## src/rtl/ow_net_addr_pkg.sv

```systemverilog
package ow_net_addr_pkg;

  localparam int FAMILY_W = 8;
  localparam int SERIAL_W = 48;
  localparam int CRC_W    = 8;
  localparam int BODY_W   = FAMILY_W + SERIAL_W;
  localparam int ADDR_W   = BODY_W + CRC_W;
  localparam int IDX_W    = $clog2(ADDR_W);
  localparam int CMD_W    = 8;
  localparam int CNT_W    = $clog2(CMD_W);

  localparam logic [CMD_W-1:0] CMD_READ   = 8'h33;
  localparam logic [CMD_W-1:0] CMD_MATCH  = 8'h55;
  localparam logic [CMD_W-1:0] CMD_SKIP   = 8'hCC;
  localparam logic [CMD_W-1:0] CMD_SEARCH = 8'hF0;

  // x^8 + x^5 + x^4 + 1, bit-reversed for LSB-first shifting
  localparam logic [CRC_W-1:0] CRC_POLY_REV = 8'h8C;

  typedef enum logic [2:0] {
    ST_WAIT,
    ST_CMD,
    ST_READ,
    ST_MATCH,
    ST_SRCH_TRUE,
    ST_SRCH_COMP,
    ST_SRCH_PICK,
    ST_SEL
  } state_t;

  typedef struct packed {
    logic idxClr;
    logic idxInc;
    logic cmdClr;
    logic cmdShift;
  } dp_ctl_t;

  function automatic logic [CRC_W-1:0] crcBody(input logic [BODY_W-1:0] body);
    logic [CRC_W-1:0] acc;
    logic fb;
    acc = '0;
    for (int i = 0; i < BODY_W; i++) begin
      fb  = acc[0] ^ body[i];
      acc = acc >> 1;
      if (fb) acc = acc ^ CRC_POLY_REV;
    end
    return acc;
  endfunction

endpackage

```

## src/rtl/ow_net_addr_dp.sv

```systemverilog
module ow_net_addr_dp
  import ow_net_addr_pkg::*;
#(
  parameter logic [FAMILY_W-1:0] FAMILY_CODE = 8'h30,
  parameter logic [SERIAL_W-1:0] SERIAL_NUM  = 48'h0000_5A3C_9E71
) (
  input  logic             clk,
  input  logic             rstN,
  input  dp_ctl_t          ctl,
  input  logic             wrBit,
  output logic             addrBit,
  output logic             lastBit,
  output logic [CMD_W-1:0] cmdNext,
  output logic             cmdFull
);

  localparam logic [BODY_W-1:0] BODY = {SERIAL_NUM, FAMILY_CODE};
  localparam logic [CRC_W-1:0]  CRC  = crcBody(BODY);
  localparam logic [ADDR_W-1:0] ADDR = {CRC, BODY};

  logic [IDX_W-1:0] bitIdx;
  logic [CMD_W-1:0] cmdReg;
  logic [CNT_W-1:0] cmdCnt;

  always_ff @(posedge clk) begin
    if (!rstN) begin
      bitIdx <= '0;
    end else if (ctl.idxClr) begin
      bitIdx <= '0;
    end else if (ctl.idxInc) begin
      bitIdx <= bitIdx + 1'b1;
    end
  end

  always_ff @(posedge clk) begin
    if (!rstN || ctl.cmdClr) begin
      cmdReg <= '0;
      cmdCnt <= '0;
    end else if (ctl.cmdShift) begin
      cmdReg <= cmdNext;
      cmdCnt <= cmdCnt + 1'b1;
    end
  end

  assign addrBit = ADDR[bitIdx];
  assign lastBit = (bitIdx == IDX_W'(ADDR_W - 1));
  assign cmdNext = {wrBit, cmdReg[CMD_W-1:1]};
  assign cmdFull = (cmdCnt == CNT_W'(CMD_W - 1));

endmodule

```

## src/rtl/ow_net_addr_ctrl.sv

```systemverilog
module ow_net_addr_ctrl
  import ow_net_addr_pkg::*;
(
  input  logic             clk,
  input  logic             rstN,
  input  logic             busReset,
  input  logic             wrStrobe,
  input  logic             wrBit,
  input  logic             rdStrobe,
  input  logic             addrBit,
  input  logic             lastBit,
  input  logic [CMD_W-1:0] cmdNext,
  input  logic             cmdFull,
  output dp_ctl_t          ctl,
  output logic             txBit,
  output logic             selected
);

  state_t state, stateNext;

  always_ff @(posedge clk) begin
    if (!rstN) state <= ST_WAIT;
    else       state <= stateNext;
  end

  always_comb begin
    stateNext = state;
    ctl       = '0;
    if (busReset) begin
      stateNext  = ST_CMD;
      ctl.idxClr = 1'b1;
      ctl.cmdClr = 1'b1;
    end else begin
      unique case (state)
        ST_CMD: if (wrStrobe) begin
          ctl.cmdShift = 1'b1;
          if (cmdFull) begin
            unique case (cmdNext)
              CMD_READ:   stateNext = ST_READ;
              CMD_MATCH:  stateNext = ST_MATCH;
              CMD_SKIP:   stateNext = ST_SEL;
              CMD_SEARCH: stateNext = ST_SRCH_TRUE;
              default:    stateNext = ST_WAIT;
            endcase
          end
        end
        ST_READ: if (rdStrobe) begin
          if (lastBit) stateNext = ST_SEL;
          else         ctl.idxInc = 1'b1;
        end
        ST_MATCH: if (wrStrobe) begin
          if (wrBit != addrBit) stateNext = ST_WAIT;
          else if (lastBit)     stateNext = ST_SEL;
          else                  ctl.idxInc = 1'b1;
        end
        ST_SRCH_TRUE: if (rdStrobe) stateNext = ST_SRCH_COMP;
        ST_SRCH_COMP: if (rdStrobe) stateNext = ST_SRCH_PICK;
        ST_SRCH_PICK: if (wrStrobe) begin
          if (wrBit != addrBit) begin
            stateNext = ST_WAIT;
          end else if (lastBit) begin
            stateNext = ST_SEL;
          end else begin
            ctl.idxInc = 1'b1;
            stateNext  = ST_SRCH_TRUE;
          end
        end
        default: stateNext = state;
      endcase
    end
  end

  always_comb begin
    unique case (state)
      ST_READ, ST_SRCH_TRUE: txBit = addrBit;
      ST_SRCH_COMP:          txBit = ~addrBit;
      default:               txBit = 1'b1;
    endcase
  end

  assign selected = (state == ST_SEL);

endmodule

```

## src/rtl/ow_net_addr.sv

```systemverilog
module ow_net_addr
  import ow_net_addr_pkg::*;
#(
  parameter logic [FAMILY_W-1:0] FAMILY_CODE = 8'h30,
  parameter logic [SERIAL_W-1:0] SERIAL_NUM  = 48'h0000_5A3C_9E71
) (
  input  logic clk,
  input  logic rstN,
  input  logic busReset,
  input  logic wrStrobe,
  input  logic wrBit,
  input  logic rdStrobe,
  output logic txBit,
  output logic selected
);

  dp_ctl_t          ctl;
  logic             addrBit;
  logic             lastBit;
  logic [CMD_W-1:0] cmdNext;
  logic             cmdFull;

  ow_net_addr_dp #(
    .FAMILY_CODE(FAMILY_CODE),
    .SERIAL_NUM (SERIAL_NUM)
  ) i_dp (
    .clk    (clk),
    .rstN   (rstN),
    .ctl    (ctl),
    .wrBit  (wrBit),
    .addrBit(addrBit),
    .lastBit(lastBit),
    .cmdNext(cmdNext),
    .cmdFull(cmdFull)
  );

  ow_net_addr_ctrl i_ctrl (
    .clk     (clk),
    .rstN    (rstN),
    .busReset(busReset),
    .wrStrobe(wrStrobe),
    .wrBit   (wrBit),
    .rdStrobe(rdStrobe),
    .addrBit (addrBit),
    .lastBit (lastBit),
    .cmdNext (cmdNext),
    .cmdFull (cmdFull),
    .ctl     (ctl),
    .txBit   (txBit),
    .selected(selected)
  );

endmodule

```

## config.mk

```make
export PLATFORM = sky130hd
export DESIGN_NAME = ow_net_addr
export DESIGN_NICKNAME = d
export VERILOG_FILES = /design/src/rtl/ow_net_addr_pkg.sv /design/src/rtl/ow_net_addr_dp.sv /design/src/rtl/ow_net_addr_ctrl.sv /design/src/rtl/ow_net_addr.sv
export SDC_FILE = /design/constraint.sdc
export NUM_CORES = 1
export LEC_CHECK = 0
export ABC_AREA = 0
export BUFFER_PORTS_ARGS = -buffer_cell sky130_fd_sc_hd__buf_2
export CAP_MARGIN = 40
export CELL_PAD_IN_SITES_DETAIL_PLACEMENT = 0
export CELL_PAD_IN_SITES_GLOBAL_PLACEMENT = 2
export CORE_ASPECT_RATIO = 1.2
export CORE_MARGIN = 3
export CORE_UTILIZATION = 39
export DETAILED_ROUTE_END_ITERATION = 10
export HOLD_SLACK_MARGIN = 0.06
export PLACE_DENSITY_LB_ADDON = 0.25
export SYNTH_ARGS = -nofsm -noshare
export SYNTH_HDL_FRONTEND = slang
export SYNTH_SLANG_ARGS = --single-unit
export TNS_END_PERCENT = 50
```

## constraint.sdc

```tcl
create_clock -name clk -period 7.2 [get_ports clk]
set_clock_uncertainty 0.2 [all_clocks]
set_input_delay 0.36 -clock clk [delete_from_list [all_inputs] [get_ports clk]]
set_output_delay 0.36 -clock clk [all_outputs]
set_load 0.005 [all_outputs]
```

==> metrics.md, run 1 <==
| Metric | Value |
|---|---|
| Clock sinks | 20 |
| #FFs+latches synth | 20 |
| Final Max Tran Viols | 0 |
| Least-Margin Pin Slew | 0.784 ns |
| Syn_nets | 191 |
| Normalized max-slew margin | 47.7% |
| Cell accounting for the most synthesized area | dfxtp_1 |
| Largest net degree at the start of global routing | 21 |
| GRT Overall Usage | 14.8% |
| Clock Tree Buf Depth | 2 |
| Post-CTS Setup Inserts | 0 |
| Initial core utilization | 42.4% |
| Fin crit share | 58.3% |
| Vias | 1,324 |
| Gpl congestion | 0.893 |
| Switching power total | 0.0481 mW |
| Die area | 4600 um^2 |
| Post-Route WL | 3260 um |
| Routing usage on met2 | 22.9% |
| Final Net Count | 194 |
| Drt drc | 0 |
| Max IR drop VDD | 0.0671 mV |
| Share of cells above drive strength 1 | 15.4% |
| Met3 GRT Util | 3.36% |
| N_diodes | 0 |
| WP data required | 7.13 ns |
| Ys Warns | 0 |
| Synth Flop Type | dfxtp_1 |
| CP endpoint kind | flip-flop |
| Wire per inst | 14.0 um |
| Seq pwr share | 53.1% |
| FMAX | 238 MHz |
| Startpoint Class | flip-flop |
| Leakage power | 0.512 nW |
| Clk slew on worst S/H paths | 0.08 ns |
| Combinational power share | 6.5% |
| Int Pwr | 0.165 mW |
| Die H | 73.7 um |
| MaxCap Viol Count | 0 |
| Place WS | 3.06 ns |
| Vias in the first global route | 1,197 |
| Detailed placer's ending HPWL | 2490 um |
| Async set-or-reset flop fraction in the synthesized netlist | 0% |
| Worst stage delay on the critical path | 0.70 ns |
| Initial antenna violation count | 0 |
| Unrepaired setup endpoints after global routing | no |
| Clock power frac | 40.4% |
| I/O Pins | 8 |
| Post-Syn Area | 1490 um^2 |
| Clock root buffer master | clkbuf_8 |
| Num CTS Buffers | 3 |
| Setup TNS | 0 ns |
| Worst skew pair latency | 0.25 ns |
| Pwr Density | 133 nW/um^2 |
| Core Rows | 23 |
| First-pass GRT wire length | 5600 um |
| Count of unique library cells instantiated by Yosys | 56 |
| Gate Count Post-Synth | 180 |
| Final hold viol count | 0 |
| Crit Path Class | reg -> reg |
| CP Cell Sequence | mux2_2 > a31oi_4 > or2_1 > xor2_1 > nor2_1 > inv_1 > ha_1 > nand2_1 > o221a_2 > o41ai_1 > o41ai_2 > a311o_1 > o41ai_1 > a2bb2oi_1 > a2bb2oi_1 |
| Area contributors post-synth | dfxtp_1, mux2i_1, nor2_1, ha_1, nand2_1 |
| Die width | 62.4 um |
| GRT busiest layer | met2 |
| I/O Buffers | 7 |
| Post-route worst setup slack | 3.00 ns |
| DRT antenna net count | 0 |
| Initial drt markers | 90 |
| Mapped Avg Cell Area | 8.27 um^2 |
| CTS resizes | 0 |
| Switching share of power | 22.6% |
| Core Region | 3510 um^2 |
| Final Setup Violations | 0 |
| Worst Path Max Fanout | 20 |
| Worst Path Arrival | 4.13 ns |
| H-tree levels | 1 |
| Area Overhead vs Synth | 7.90% |
| TritonCTS clock tree | built |
| Min-delay worst type | in -> reg |
| Post-synthesis sequential area ratio | 26.9% |
| Slowest stage cell on the critical path | dfxtp_1 |
| Post-synth EDFFs | 0 |
| Via/cell ratio | 5.71 |
| Status | complete, no violations |
| Gr ovfl total | 0 |
| Hold buffers post-CTS | 0 |
| DRT Pass-1 Iters | 4 |
| Final critical-path required period | 4.20 ns |
| Area share of the largest cell type after synthesis | 26.9% |
| Routing usage on met1 | 20.7% |
## layout make-up
type / count / area [um^2]
fillers: 364 / 1900
multi-input cells: 142 / 1020
flip-flops and latches: 20 / 400
well taps: 50 / 62.6
clock buffers: 4 / 55.1
repair buffers: 8 / 42.5
inverters: 8 / 30.0
## final timing paths
path	start	endpoint	slack, ns	cells past startpoint
max	i_ctrl.state[0]$_SDFFE_PN0P_	i_ctrl.addrBit$_DFF_P_	3.00	15
min	rstN	i_ctrl.state[0]$_SDFFE_PN0P_	0.13	2
max reg2reg	i_ctrl.state[0]$_SDFFE_PN0P_	i_ctrl.addrBit$_DFF_P_	3.00	15
min reg2reg	i_dp.cmdCnt[1]$_SDFFE_PP0P_	i_dp.cmdCnt[1]$_SDFFE_PP0P_	0.32	2
## through the flow
step | power, mW | std cells | util, % | hold slack [ns] | instance area (um^2)
6_report | 0.213 | 232 | 45.8 | 0.134 | 1610
4_1_cts | 0.218 | 232 | 45.8 | 0.129 | 1610
3_3_place_gp | 0.130 | 228 | 44.2 | 0.280 | 1550
5_1_grt | 0.224 | 232 | 45.8 | 0.137 | 1610
2_1_floorplan | 0.126 | 180 | - | 0.265 | 1490
3_5_place_dp | 0.130 | 228 | 44.2 | 0.306 | 1550
## cell usage in the layout (no fill, tap or decap), types with 2 or more instances in the layout
cell	n
o21ai_0	6
o221a_2	2
a211oi_1	2
nor3_1	9
nand2b_1	4
nor4bb_1	2
or3_1	2
a311oi_1	3
inv_2	2
o21a_1	2
nand3_1	2
dfxtp_1	20
o22ai_1	2
ha_1	5
mux2i_1	10
nor4b_1	3
buf_2	7
clkbuf_8	4
nor2b_1	2
inv_1	6
nand2_1	13
a21oi_1	9
o221ai_1	3
a2bb2oi_1	2
nor2_1	23
xor2_1	4
a31oi_1	2
o41ai_1	2
xnor2_1	3
## cells in the mapped netlist (all sizes together), types with 5 or more instances
cell type,count
nand2,13
o21ai,7
dfxtp,20
buf,5
nor2,23
nor3,9
inv,8
ha,5
mux2i,10
clkbuf,5
a21oi,10
## cell families (layout without fill, tap and decap cells)
kind of cell,count (synthesis),after routing,synth area share (%)
and+or+nand+nor,72,72,25.7
AOI/OAI and AO/OA,46,46,25.2
DFF,20,20,26.9
buffers and inverters,18,20,5.29
muxes,11,11,7.48
xor gates and xnor gates,8,8,5.21
adders and majority gates,5,5,4.20
## critical path: cells and delay by family, from the launching register on
kind / cells / cell delay (ns)
multiplexers: 1 / 0.44
flip-flops: 1 / 0.70
XOR/XNOR: 1 / 0.12
adder cells (fa/ha/maj): 1 / 0.30
AO/OA/AOI/OAI: 8 / 1.72
buffers and inverters: 1 / 0.09
AND/OR/NAND/NOR: 3 / 0.52
## power groups by stage
stage | Sequential (mW) | Clock, mW | Combinational [mW]
after global placement | 0.116 | 0 | 0.0140
after CTS | 0.113 | 0.0905 | 0.0140
after detailed placement | 0.116 | 0 | 0.0140
after floorplan | 0.114 | 0 | 0.0122
final | 0.113 | 0.0862 | 0.0139
after global routing | 0.114 | 0.0951 | 0.0155
## registers in the layout (all words and copies together), names as in the netlist
register        cells
i_dp.cmdReg         7
i_dp.bitIdx         6
i_ctrl.addrBit      1
i_ctrl.state        3
i_dp.cmdCnt         3
## routing by layer
| layer | up-vias | wire [um] |
|---|---|---|
| met5 | - | 0 |
| met4 | 0 | 20 |
| met3 | 2 | 193 |
| met2 | 35 | 1470 |
| met1 | 610 | 1580 |
| li1 | 677 | - |
Note: power is estimated with default switching activity, not from simulation.
==> inputs of run 2 (changes only) <==
--- a/config.mk
+++ b/config.mk
@@ -12,7 +12,7 @@
 export CELL_PAD_IN_SITES_GLOBAL_PLACEMENT = 2
 export CORE_ASPECT_RATIO = 1.2
 export CORE_MARGIN = 3
-export CORE_UTILIZATION = 39
+export CORE_UTILIZATION = 33
 export DETAILED_ROUTE_END_ITERATION = 10
 export HOLD_SLACK_MARGIN = 0.06
 export PLACE_DENSITY_LB_ADDON = 0.25
==> constraint.sdc (replaced) <==
create_clock -name clk -period 3.8 [get_ports clk]
set_clock_uncertainty 0.2 [all_clocks]
set_input_delay 0.19 -clock clk [delete_from_list [all_inputs] [get_ports clk]]
set_output_delay 0.19 -clock clk [all_outputs]
set_load 0.005 [all_outputs]
==> metrics.md, run 2 (synthesized netlist as in run 1, its figures left out) <==
| Metric | Value |
|---|---|
| Largest register FFs | 7 |
| Fin crit share | 94.8% |
| Final hold viol count | 0 |
| DRT antenna net count | 0 |
| Post-Route WL | 3670 um |
| Core Rows | 26 |
| Cell area after placement | 1640 um^2 |
| Least-Margin Pin Slew | 0.512 ns |
| Startpoint Class | flip-flop |
| TritonCTS clock tree | built |
| FMAX | 278 MHz |
| Status | complete, no violations |
| Initial drt markers | 88 |
| Final core utilization | 40.7% |
| Minimum hold slack | 0.0709 ns |
| N_diodes | 0 |
| Initial core utilization | 34.7% |
| Largest Register | i_dp.cmdReg |
| Wire per inst | 14.6 um |
| Detailed placer's ending HPWL | 2880 um |
| Core Region | 4290 um^2 |
| DRT Pass-1 Iters | 4 |
| Worst Path Max Fanout | 7 |
| Worst stage delay on the critical path | 0.43 ns |
| I/O Buffers | 7 |
| Via/cell ratio | 5.53 |
| Leakage power | 0.589 nW |
| Normalized max-slew margin | 64.9% |
| Biggest regs | i_dp.cmdReg (7), i_dp.bitIdx (6) |
| Die H | 79.6 um |
| Worst skew pair latency | 0.26 ns |
| Setup TNS | 0 ns |
| Clock Tree Buf Depth | 2 |
| Die area | 5360 um^2 |
| Commonest non-fill, non-tap cells in the layout | nor2_1, dfxtp_1, buf_4 |
| Final Setup Violations | 0 |
| Gpl congestion | 0.800 |
| First-pass GRT wire length | 6280 um |
| MaxCap Viol Count | 0 |
| Place WS | 0.147 ns |
| CP Cell Sequence | mux2_2 > a31oi_4 > or3_4 > nand2_1 > a21oi_1 > inv_1 > ha_1 > nand2_1 > o221a_2 > o41ai_1 > o41ai_2 > a311o_1 > o41ai_1 > a2bb2oi_1 > a2bb2oi_1 |
| GRT Overall Usage | 15.1% |
| Min-delay worst type | in -> reg |
| Initial antenna violation count | 0 |
| Slowest stage cell on the critical path | dfxtp_1 |
| I/O Pins | 8 |
| Commonest non-fill, non-tap cell in the layout | nor2_1 |
| Clock root buffer master | clkbuf_8 |
| Final Net Count | 208 |
| Worst Path Arrival | 3.54 ns |
| Gr ovfl total | 0 |
| Vias in the first global route | 1,334 |
| Largest net degree at the start of global routing | 18 |
| Post-route cell area | 1750 um^2 |
| Post-Layout Cell Count | 252 |
| Placed Instances | 245 |
| Overall Power | 0.464 mW |
| Area Overhead vs Synth | 17.3% |
| Pwr Density | 266 nW/um^2 |
| Max IR drop VDD | 0.0949 mV |
| CP endpoint kind | flip-flop |
| Final critical-path required period | 3.60 ns |
| Share of cells above drive strength 1 | 21.4% |
| Vias | 1,393 |
| Die width | 67.3 um |
| Clk slew on worst S/H paths | 0.08 ns |
| Crit Path Class | reg -> reg |
| H-tree levels | 1 |
| R2R cell count | 15 |
| Num CTS Buffers | 3 |
| WP data required | 3.74 ns |
| Final Max Tran Viols | 0 |
| Drt drc | 0 |
| Unrepaired setup endpoints after global routing | no |
| Clock sinks | 20 |
| Hold Path Stages | 2 |
| Post-route worst setup slack | 0.199 ns |
run 2: changes by cell type in the layout (fill, tap and decap cells not counted), sizes merged:
cell         change
buf             +13
bufinv           +1
clkbuf           -1
dlygate4sd3      +1
run 2: layout make-up:
cell class	count	area, um^2
flip-flops and latches	20	402
inverters	8	30.0
clock inverters	1	30.0
multi-input cells	142	1020
repair buffers	22	150
fillers	467	2550
well taps	56	70.1
clock buffers	3	41.3
run 2: repair_timing:
item	CTS	global route
gates resized for setup	0	2
setup endpoints to repair	0	1
hold endpoints to repair	1	0
hold buffers	1	0
buffers inserted	0	2
run 2: critical path: cells and delay by family, from the launching register on:
kind                     cells  cell delay, ns
multiplexers                 1            0.40
flip-flops                   1            0.43
AO/OA/AOI/OAI                9            1.75
adder cells (fa/ha/maj)      1            0.30
AND/OR/NAND/NOR              3            0.31
buffers and inverters        1            0.09
run 2: power breakdown:
group          internal (mW)  total, mW  switching [mW]  leakage (nW)
Clock                  0.141      0.218          0.0773        0.0357
Sequential             0.210      0.212         0.00149         0.162
Combinational         0.0141     0.0345          0.0204         0.391
run 2: routing by layer:
layer	up-vias	GRT usage, %	part of all wire (%)
li1	698	-	-
met5	-	0	0
met4	0	7.30	2.6
met2	21	25.1	50
met3	10	2.82	3.0
met1	664	18.2	44
run 2: final timing paths:
kind / from / slack [ns] / to
hold reg to reg: i_dp.cmdCnt[1]$_SDFFE_PP0P_ / 0.32 / i_dp.cmdCnt[1]$_SDFFE_PP0P_
setup / recovery: i_ctrl.state[0]$_SDFFE_PN0P_ / 0.20 / i_ctrl.addrBit$_DFF_P_
setup reg to reg: i_ctrl.state[0]$_SDFFE_PN0P_ / 0.20 / i_ctrl.addrBit$_DFF_P_
hold / removal: busReset / 0.07 / i_ctrl.state[0]$_SDFFE_PN0P_
==> inputs of run 3 (changes only) <==
--- a/config.mk
+++ b/config.mk
@@ -16,6 +16,7 @@
 export DETAILED_ROUTE_END_ITERATION = 10
 export HOLD_SLACK_MARGIN = 0.06
 export PLACE_DENSITY_LB_ADDON = 0.25
+export RECOVER_POWER = 100
 export SYNTH_ARGS = -nofsm -noshare
 export SYNTH_HDL_FRONTEND = slang
 export SYNTH_SLANG_ARGS = --single-unit
==> metrics.md, run 3 (synthesized netlist as in run 1, its figures left out) <==
| Metric | Value |
|---|---|
| Pwr Density | 270 nW/um^2 |
| Core Rows | 26 |
| First-pass GRT wire length | 6280 um |
| Area Overhead vs Synth | 15.3% |
| Die H | 79.6 um |
| Clock root buffer master | clkbuf_8 |
| TritonCTS clock tree | built |
| Slowest stage cell on the critical path | dfxtp_1 |
| MaxCap Viol Count | 0 |
| R2R cell count | 15 |
| Post-Route WL | 3670 um |
| Leakage power | 0.573 nW |
| Clk slew on worst S/H paths | 0.08 ns |
| FMAX | 278 MHz |
| Worst stage delay on the critical path | 0.43 ns |
| Commonest non-fill, non-tap cells in the layout | nor2_1, dfxtp_1, nand2_1 |
| CP Cell Sequence | mux2_2 > a31oi_4 > or3_4 > nand2_1 > a21oi_1 > inv_1 > ha_1 > nand2_1 > o221a_2 > o41ai_1 > o41ai_2 > a311o_1 > o41ai_1 > a2bb2oi_1 > a2bb2oi_1 |
| Largest register FFs | 7 |
| Initial drt markers | 71 |
| GRT Overall Usage | 15.1% |
| Drt drc | 0 |
| Initial core utilization | 34.7% |
| DRT Pass-1 Iters | 4 |
| Fin crit share | 94.6% |
| Gr ovfl total | 0 |
| Startpoint Class | flip-flop |
| Max IR drop VDD | 0.0953 mV |
| DRT antenna net count | 0 |
| Via/cell ratio | 5.52 |
| Clock Tree Buf Depth | 2 |
| Biggest regs | i_dp.cmdReg (7), i_dp.bitIdx (6) |
| Share of cells above drive strength 1 | 17.9% |
| Num CTS Buffers | 3 |
| Overall Power | 0.463 mW |
| Core Region | 4290 um^2 |
| Final critical-path required period | 3.60 ns |
| Min-delay worst type | in -> reg |
| Wire per inst | 14.6 um |
| Setup TNS | 0 ns |
| Vias in the first global route | 1,334 |
| Final Max Tran Viols | 0 |
| Register area | 402 um^2 |
| Footprint of the multi-input gates | 1010 um^2 |
| Fillers | 475 |
| Reg-to-reg startpoint | i_ctrl.state[0]$_SDFFE_PN0P_ |
| Clock sinks | 20 |
| CP endpoint kind | flip-flop |
| Worst skew pair latency | 0.26 ns |
| Worst Path Max Fanout | 7 |
| I/O Buffers | 7 |
| WP data required | 3.74 ns |
| Reg2reg end | i_ctrl.addrBit$_DFF_P_ |
| Die area | 5360 um^2 |
| Commonest non-fill, non-tap cell in the layout | nor2_1 |
| Gpl congestion | 0.800 |
| N_diodes | 0 |
| Worst Path Arrival | 3.54 ns |
| Final Net Count | 208 |
| CP Launch Point | i_ctrl.state[0]$_SDFFE_PN0P_ |
| Largest Register | i_dp.cmdReg |
| Largest net degree at the start of global routing | 18 |
| Least-Margin Pin Slew | 0.707 ns |
| H-tree levels | 1 |
| Detailed placer's ending HPWL | 2880 um |
| Vias | 1,392 |
| Status | complete, no violations |
| Final Setup Violations | 0 |
| I/O Pins | 8 |
| R2r setup slk | 0.20 ns |
| Final hold viol count | 0 |
| Critical Path End | i_ctrl.addrBit$_DFF_P_ |
| Normalized max-slew margin | 52.9% |
| Die width | 67.3 um |
| Initial antenna violation count | 0 |
| Unrepaired setup endpoints after global routing | no |
| Crit Path Class | reg -> reg |
-- run 3: repair_timing --
action | CTS | global route
hold endpoints to repair | 1 | 0
resized for setup | 0 | 2
setup endpoints to repair | 0 | 1
setup buffers | 0 | 2
hold buffers | 1 | 0
-- run 3: power by group --
| group | total (mW) | leakage, nW | internal [mW] | switching [mW] |
|---|---|---|---|---|
| clock | 0.218 | 0.0357 | 0.141 | 0.0775 |
| combinational | 0.0333 | 0.376 | 0.0132 | 0.0202 |
| sequential | 0.212 | 0.162 | 0.210 | 0.00149 |
-- run 3: how the worst min path moves through the flow --
stage                         from                           end  slack [ns]  depth (start not counted)
after global routing      busReset  i_ctrl.state[0]$_SDFFE_PN0P_        0.09                          2
after floorplan               rstN  i_ctrl.state[0]$_SDFFE_PN0P_        0.11                          1
after detailed placement      rstN  i_ctrl.state[0]$_SDFFE_PN0P_        0.23                          2
final                     busReset  i_ctrl.state[0]$_SDFFE_PN0P_        0.06                          2
after CTS                 busReset  i_ctrl.state[0]$_SDFFE_PN0P_        0.07                          2
after global placement        rstN  i_ctrl.state[0]$_SDFFE_PN0P_        0.23                          2
-- run 3: cell type report --
cell class,instances,area share (%)
multi-input cells,142,58.8
flip-flops and latches,20,23.4
repair buffers,22,7.80
well taps,56,4.08
clock buffers,3,2.41
clock inverters,1,1.75
inverters,8,1.75
-- run 3: critical path: cells and delay by family (launching register included) --
family / cells / cell delay [ns]
flops: 1 / 0.43
simple gates: 3 / 0.31
mux: 1 / 0.40
compound gates: 9 / 1.74
fa+ha+maj: 1 / 0.30
buf+inv: 1 / 0.09
-- run 3: metal layers --
metal	global-route usage [%]	up-vias	share of wire (%)
met3	2.82	10	2.5
met2	25.1	19	50
met5	0	-	0
met1	18.2	664	45
li1	-	699	-
met4	7.30	0	2.6
-- run 3: through the flow --
step / hold slack, ns / instance area, um^2 / cells / setup WS (ns) / util [%]
2_1_floorplan: 0.108 / 1490 / 180 / 0.304 / -
3_3_place_gp: 0.226 / 1640 / 245 / 0.179 / 38.2
3_5_place_dp: 0.231 / 1640 / 245 / 0.147 / 38.2
4_1_cts: 0.0677 / 1720 / 250 / 0.128 / 40.1
5_1_grt: 0.0875 / 1720 / 252 / 0.0214 / 40.0
6_report: 0.0630 / 1720 / 252 / 0.204 / 40.0
